File: config.mk
export PLATFORM = sky130hd
export DESIGN_NAME = nwx_bus_exchanger
export DESIGN_NICKNAME = d
export VERILOG_FILES = /design/src/rtl/nwx_pkg.sv /design/src/rtl/nwx_gather.sv /design/src/rtl/nwx_return.sv /design/src/rtl/nwx_drive.sv /design/src/rtl/nwx_bus_exchanger.sv
export SDC_FILE = /design/constraint.sdc
export NUM_CORES = 1
export LEC_CHECK = 0
export BUFFER_PORTS_ARGS = -buffer_cell sky130_fd_sc_hd__buf_4
export CAP_MARGIN = 10
export CORE_ASPECT_RATIO = 0.7
export CORE_MARGIN = 5
export CORE_UTILIZATION = 33
export CTS_CLUSTER_SIZE = 24
export DETAILED_ROUTE_END_ITERATION = 10
export GPL_ROUTABILITY_DRIVEN = 0
export SETUP_SLACK_MARGIN = 0.02
export SYNTH_ARGS = -nofsm -noshare
export SYNTH_HDL_FRONTEND = slang
export SYNTH_SLANG_ARGS = --single-unit
File: constraint.sdc
create_clock -name clk -period 1.15 [get_ports clk]
set_input_delay 0 -clock clk [delete_from_list [all_inputs] [get_ports clk]]
set_output_delay 0 -clock clk [all_outputs]
set_load 0.02 [all_outputs]
File: src/rtl/nwx_pkg.sv
package nwx_pkg;
  localparam int NWX_HALVES = 2;
  localparam int IDX_1B     = 0;
  localparam int IDX_2B     = 1;
  typedef enum logic {
    PICK_2B = 1'b0,
    PICK_1B = 1'b1
  } half_pick_e;
endpackage

File: src/rtl/nwx_gather.sv
module nwx_gather #(
  parameter int W = 12
) (
  input  logic         clk,
  input  logic         rst_n,
  input  logic [W-1:0] a_in,
  input  logic         ld1_n,
  input  logic         ld2_n,
  output logic [W-1:0] b1_q,
  output logic [W-1:0] b2_q
);
  logic [W-1:0] stg1_q, stg1_d, b1_d, b2_d;

  always_comb begin
    stg1_d = stg1_q;
    b1_d   = b1_q;
    b2_d   = b2_q;
    if (!ld1_n) begin
      stg1_d = a_in;
      b1_d   = stg1_q;
    end
    if (!ld2_n) begin
      b2_d = a_in;
    end
  end

  always_ff @(posedge clk or negedge rst_n) begin
    if (!rst_n) begin
      stg1_q <= '0;
      b1_q   <= '0;
      b2_q   <= '0;
    end else begin
      stg1_q <= stg1_d;
      b1_q   <= b1_d;
      b2_q   <= b2_d;
    end
  end

  AST_B1_TWO_EDGES: assert property (@(posedge clk) disable iff (!rst_n)
    ($past(rst_n, 2) && $past(rst_n) && !$past(ld1_n, 2) && !$past(ld1_n))
      |-> b1_q == $past(a_in, 2));
  AST_B2_ONE_EDGE: assert property (@(posedge clk) disable iff (!rst_n)
    ($past(rst_n) && !$past(ld2_n)) |-> b2_q == $past(a_in));
  AST_B1_HOLD: assert property (@(posedge clk) disable iff (!rst_n)
    ($past(rst_n) && $past(ld1_n)) |-> $stable(b1_q));
  AST_B2_HOLD: assert property (@(posedge clk) disable iff (!rst_n)
    ($past(rst_n) && $past(ld2_n)) |-> $stable(b2_q));
endmodule

File: src/rtl/nwx_return.sv
module nwx_return
  import nwx_pkg::*;
#(
  parameter int W = 12
) (
  input  logic                       clk,
  input  logic                       rst_n,
  input  logic [NWX_HALVES-1:0][W-1:0] b_in,
  input  logic [NWX_HALVES-1:0]      ld_n,
  input  logic                       sel_1b,
  output logic [W-1:0]               a_q
);
  logic [NWX_HALVES-1:0][W-1:0] cap_q;
  half_pick_e pick_q, pick_d;

  for (genvar h = 0; h < NWX_HALVES; h++) begin : g_cap
    logic [W-1:0] cap_d;
    always_comb begin
      cap_d = cap_q[h];
      if (!ld_n[h]) cap_d = b_in[h];
    end
    always_ff @(posedge clk or negedge rst_n) begin
      if (!rst_n) cap_q[h] <= '0;
      else        cap_q[h] <= cap_d;
    end
    AST_CAP_HOLD: assert property (@(posedge clk) disable iff (!rst_n)
      ($past(rst_n) && $past(ld_n[h])) |-> $stable(cap_q[h]));
  end

  always_comb pick_d = sel_1b ? PICK_1B : PICK_2B;

  always_ff @(posedge clk or negedge rst_n) begin
    if (!rst_n) pick_q <= PICK_2B;
    else        pick_q <= pick_d;
  end

  assign a_q = (pick_q == PICK_1B) ? cap_q[IDX_1B] : cap_q[IDX_2B];

  AST_SEL_1B: assert property (@(posedge clk) disable iff (!rst_n)
    ($past(rst_n) && $past(sel_1b)) |-> a_q == cap_q[IDX_1B]);
  AST_SEL_2B: assert property (@(posedge clk) disable iff (!rst_n)
    ($past(rst_n) && !$past(sel_1b)) |-> a_q == cap_q[IDX_2B]);
endmodule

File: src/rtl/nwx_drive.sv
module nwx_drive #(
  parameter int N = 2
) (
  input  logic         clk,
  input  logic         rst_n,
  input  logic [N-1:0] oe_n,
  output logic [N-1:0] drv
);
  for (genvar p = 0; p < N; p++) begin : g_port
    logic drv_d;
    always_comb drv_d = ~oe_n[p];
    always_ff @(posedge clk or negedge rst_n) begin
      if (!rst_n) drv[p] <= 1'b0;
      else        drv[p] <= drv_d;
    end
    AST_DRV_DELAY: assert property (@(posedge clk) disable iff (!rst_n)
      $past(rst_n) |-> drv[p] == !$past(oe_n[p]));
  end
endmodule

File: src/rtl/nwx_bus_exchanger.sv
module nwx_bus_exchanger
  import nwx_pkg::*;
#(
  parameter int W = 12
) (
  input  logic         clk,
  input  logic         rst_n,
  input  logic [W-1:0] a_in,
  output logic [W-1:0] a_out,
  output logic         a_drv,
  input  logic [W-1:0] b1_in,
  input  logic [W-1:0] b2_in,
  output logic [W-1:0] b1_out,
  output logic [W-1:0] b2_out,
  output logic         b_drv,
  input  logic         a1_load_n,
  input  logic         a2_load_n,
  input  logic         b1_load_n,
  input  logic         b2_load_n,
  input  logic         sel_1b,
  input  logic         a_oe_n,
  input  logic         b_oe_n
);
  logic [NWX_HALVES-1:0][W-1:0] b_bus;
  logic [NWX_HALVES-1:0]        b_ld_n;
  logic [1:0]                   oe_n_v, drv_v;

  assign b_bus[IDX_1B]  = b1_in;
  assign b_bus[IDX_2B]  = b2_in;
  assign b_ld_n[IDX_1B] = b1_load_n;
  assign b_ld_n[IDX_2B] = b2_load_n;
  assign oe_n_v         = {b_oe_n, a_oe_n};
  assign a_drv          = drv_v[0];
  assign b_drv          = drv_v[1];

  nwx_gather #(.W(W)) u_gather (
    .clk(clk), .rst_n(rst_n), .a_in(a_in),
    .ld1_n(a1_load_n), .ld2_n(a2_load_n),
    .b1_q(b1_out), .b2_q(b2_out)
  );

  nwx_return #(.W(W)) u_return (
    .clk(clk), .rst_n(rst_n), .b_in(b_bus), .ld_n(b_ld_n),
    .sel_1b(sel_1b), .a_q(a_out)
  );

  nwx_drive #(.N(2)) u_drive (
    .clk(clk), .rst_n(rst_n), .oe_n(oe_n_v), .drv(drv_v)
  );

  AST_PAIR_ALIGN: assert property (@(posedge clk) disable iff (!rst_n)
    ($past(rst_n, 2) && $past(rst_n) && !$past(a1_load_n, 2)
     && !$past(a1_load_n) && !$past(a2_load_n))
      |-> {b2_out, b1_out} == {$past(a_in), $past(a_in, 2)});
endmodule

After elaboration in Yosys (flattened, before gate mapping)
Index checks and enable logic that the tools add are counted.
Widths: inputs -> output; s select.
{"block": "totals", "register_bits": 63, "latchBits": 0, "ramBits": 0, "mem_bits_ro": 0, "in_bits": 45, "wordCells": 12, "mem_count": 0}
{"block": "op_classes", "add_sub_neg": 0, "mul": 0, "n_div": 0, "n_lt_le_gt_ge": 0, "eq_ne": 0, "shift": 0, "mux": 2, "bitwise_logic": 2, "n_reduce_logical": 0}
{"operator": "$mux 12", "n": 1}
{"operator": "$not 1->1", "n": 2}
{"operator": "$mux 1", "n": 1}

Longest topological paths before layout
{"block": "depth", "depth_word": 1, "mapped_depth": 3, "ltp_nobuf": 1}

By module
Synthesis repeated with hierarchy kept, for this count alone.
{"block": "hier_totals", "hier_cells": 144, "hier_area_um2": 2675.1}
{"module": "nwx_gather", "n_inst": 1, "cells_each": 76, "area_per_inst_um2": 1440.1}
{"module": "nwx_return", "n_inst": 1, "cells_each": 64, "area_per_inst_um2": 1177.4}
{"module": "nwx_drive", "n_inst": 1, "cells_each": 4, "area_per_inst_um2": 57.6}

Least setup slack after synthesis
Ideal clock, no wire load.
{"block": "synth_timing", "path_kind": "register to output", "startpoint": "reg u_return.pick_q", "endpoint": "out a_out[0]", "arrival_ps": 916, "required_time_ps": 1150, "setup_slack_ps": 234, "stages_incl_launch_ff": 3, "path_buffers": 1, "cell_sequence": "dfrtp_1 -> buf_4 -> mux2_2"}
{"block": "synth_via", "elab_chain_len": 1}
{"item": "from (decl)", "line": "nwx_return.sv:14", "rtl": "half_pick_e pick_q, pick_d;"}
{"item": "from (signal assigned)", "line": "nwx_return.sv:34", "rtl": "else pick_q <= pick_d;"}
{"item": "$mux 12", "line": "nwx_return.sv:37", "rtl": "assign a_q = (pick_q == PICK_1B) ? cap_q[IDX_1B] : cap_q[IDX_2B];"}
{"item": "to (decl)", "line": "nwx_bus_exchanger.sv:9", "rtl": "output logic [W-1:0] a_out,"}
No other way between the ends.

Worst setup path after layout
{"block": "layout_timing", "startpoint": "reg u_return.pick_q", "endpoint": "out a_out[5]"}
The elaborated chain is that of the path after synthesis.

==> flow_metrics.tcl <==
set metrics [dict create \
    dp_worst_slack_ns 0.07822 \
    post-route-drc-count 0 \
    rr_endpoint "u_return.cap_q[16]" \
    setup.reg_to_reg.worst_slack_ns 0.37 \
    synth_top_area_share_pct 61.79 \
    clkSinkCount 63 \
    total_power_per_unit_cell_area_nw_per_um2 1501 \
    avgViaCountPerCell 4.298 \
    worstSetupStartpoint "u_return.pick_q" \
    seqPwrFrac_pct 44.0 \
    final_util_pct 52.87 \
    totalPowerFinal_w 0.005884 \
    clkSlewWorstSetupHoldPaths_ns 0.06 \
    final.period_utilization_pct 117.1 \
    cts_root_buf "clkbuf_8" \
    max-slew-margin-rel_pct 72.28 \
    worstHoldEndpoint "u_return.cap_q[0]" \
    synthTopCellsByArea "dfrtp_1 62%, mux2_2 23%, mux2_4 12%, buf_12 1.6%, buf_4 1.2%" \
    cell_area_after_synthesis_um2 2551 \
    min-delay-start "b1_load_n" \
    run_status "finished with violations" \
    timing.hold.ws_ns 0.06646 \
    rows 26 \
    place_hpwl_um 3863 \
    crit_path_start_kind "flip-flop" \
    top_level_ports 83 \
    cp_data_arrival_time_ns 1.35 \
    port-buffer-count 82 \
    timing.final.setup_violations 12 \
    grt_pass1_wl_um 9528 \
    area_growth_pct 53.70 \
    combPwrFrac_pct 21.0 \
    final-max-slew-violation-count 0 \
    reg2regPathDepth 1 \
    antenna_found_initial 0 \
    path_class "reg -> out" \
    insertion_delay_ns 0.33 \
    cellInternalPower_w 0.004447 \
    vias 1616 \
    drt_iter0_drc 31 \
    holdCritPathClass "in -> reg" \
    cts_tree "built" \
    hold_viol_final 0 \
    standby_leakage_power_nw 1.830 \
    finalWorstSetupSlack_ns -0.1961 \
    initial_core_util_pct 34.40 \
    maxCapViolations 0 \
    cp-end-kind "primary output" \
    ys_seq_elements 63 \
    core_area_um2 7417 \
    clock_tree.buffer_depth 2 \
    violations "negative setup slack" \
    yosys.area.top_type "dfrtp_1" \
    pin_count_of_the_biggest_net_entering_global_routing 32 \
    crit_fanout 10 \
    routed_wirelength_um 5802 \
    die-height_um 83.57 \
    syn_nets 189 \
    drtPass1Iterations 4 \
    cts_buffers 9 \
    total_number_of_h_tree_levels 3 \
    rsz0062_at_grt "true" \
    via_count_of_the_first_global_routing_pass 1829 \
    dieWidth_um 115.1 \
    ys_seq_area_share_pct 61.79 \
    wire_per_inst_um 15.43 \
    yosysUniqueCellTypes 7 \
    p_switching_w 0.001437 \
    hold-path-cell-count 2 \
    min_period_ns 1.346 \
    synth.avg_cell_area_um2 17.72 \
    worst_slew_pin_slew_ns 0.4158 \
    grtUsageTotal_pct 12.95 \
    rr_startpoint "u_return.cap_q[16]" \
    grt-ovfl-total 0 \
    cp.required_ns 1.15 \
    remaining_antenna_violation_count_after_routing 0 \
    synth.yosys.warnings 0 \
    fmax_ghz 0.7429 \
    netlist_instances 144 \
    post_route_cells_drive_above_1_share_pct 62.23 \
    fill_cells 638 \
    vdd_ir_drop_max_uv 825.1 \
    finish.net_count 319 \
    die_outline_area_um2 9618 \
    finClkSkew_ns 0.006883 \
    antennaDiodeCount 0 \
    power.share.switching_pct 24.42 \
    clock_power_share_pct 35.0 \
]
-- cells in the mapped netlist (all sizes together) --
cell type	instances
dfrtp	63
mux2	72
inv	2
buf	7
-- critical path, stage by stage (launching register included) --
cell and delay [ns]:
dfrtp_2 0.39, buf_12 0.14, mux2_2 0.35, buf_6 0.14
-- metal layers --
metal,vias up,global-route usage [%],routed length (µm)
met2,35,20.90,2987
li1,767,-,-
met4,0,5.544,107
met5,-,0,0
met3,10,4.855,251
met1,804,15.36,2456
-- flip-flops by register name (all words and copies together), names as in the netlist --
name,cells
u_return.cap_q,24
u_gather.b1_q,12
u_gather.b2_q,12
u_gather.stg1_q,12
u_drive.drv,2
u_return.pick_q,1
-- repair_timing --
item / in CTS / in global routing
endpoints found under the hold margin: 114 / 0
setup buffers: 1 / 0
cloned: 0 / 0
hold buffers: 40 / 0
gates resized for setup: 13 / 0
endpoints found under the setup margin: 12 / 12
-- stage by stage --
stage | instance area, µm² | TNS [ns] | std cells
after floorplan | 2551 | 0 | 144
after global placement | 3256 | 0 | 320
after detailed placement | 3256 | 0 | 320
after CTS | 3921 | -2.513 | 376
after global routing | 3921 | -2.876 | 376
final | 3921 | -2.179 | 376
-- power groups by stage --
stage | sequential, W | combinational [W] | clock, W
after floorplan | 0.00273 | 0.000486 | 0
after global placement | 0.00263 | 0.00108 | 0
after detailed placement | 0.00262 | 0.00109 | 0
after CTS | 0.00259 | 0.00125 | 0.00214
after global routing | 0.00262 | 0.00132 | 0.00225
final | 0.00259 | 0.00124 | 0.00206
-- logic make-up after synthesis --
logic type	Yosys count	synth area share [%]
buf+inv	9	3.482
mux	72	34.72
flops	63	61.79
-- cells in the final DEF (no fill, tap or decap) --
cell type      Yosys  layout
mux2_4            20      20
dlygate4sd3_1      0      40
buf_4              4      72
inv_1              2       2
buf_12             2       2
clkbuf_8           0      10
bufinv_16          0       2
dfrtp_2            0       1
dfrtp_1           63      62
buf_6              1      12
clkbuf_1           0       1
clkinv_2           0       2
mux2_2            52      52
-- area by class of cell --
class                           count  area [µm²]  area share, %
Sequential cell                    63        1578          40.24
Inverter                            2       7.507         0.1914
Clock buffer                       11       141.4          3.606
Timing Repair Buffer              126        1116          28.46
Clock inverter                      4       70.07          1.787
Tap cell                           98       122.6          3.127
Multi-Input combinational cell     72       885.9          22.59
-- worst max path at each step --
stage,to,cells after the start
6_report,a_out[5],3
4_1_cts,a_out[6],3
2_1_floorplan,a_out[0],2
5_1_grt,a_out[6],3
3_3_place_gp,a_out[1],3
3_5_place_dp,a_out[6],3
(Power assumes the default switching activity.)
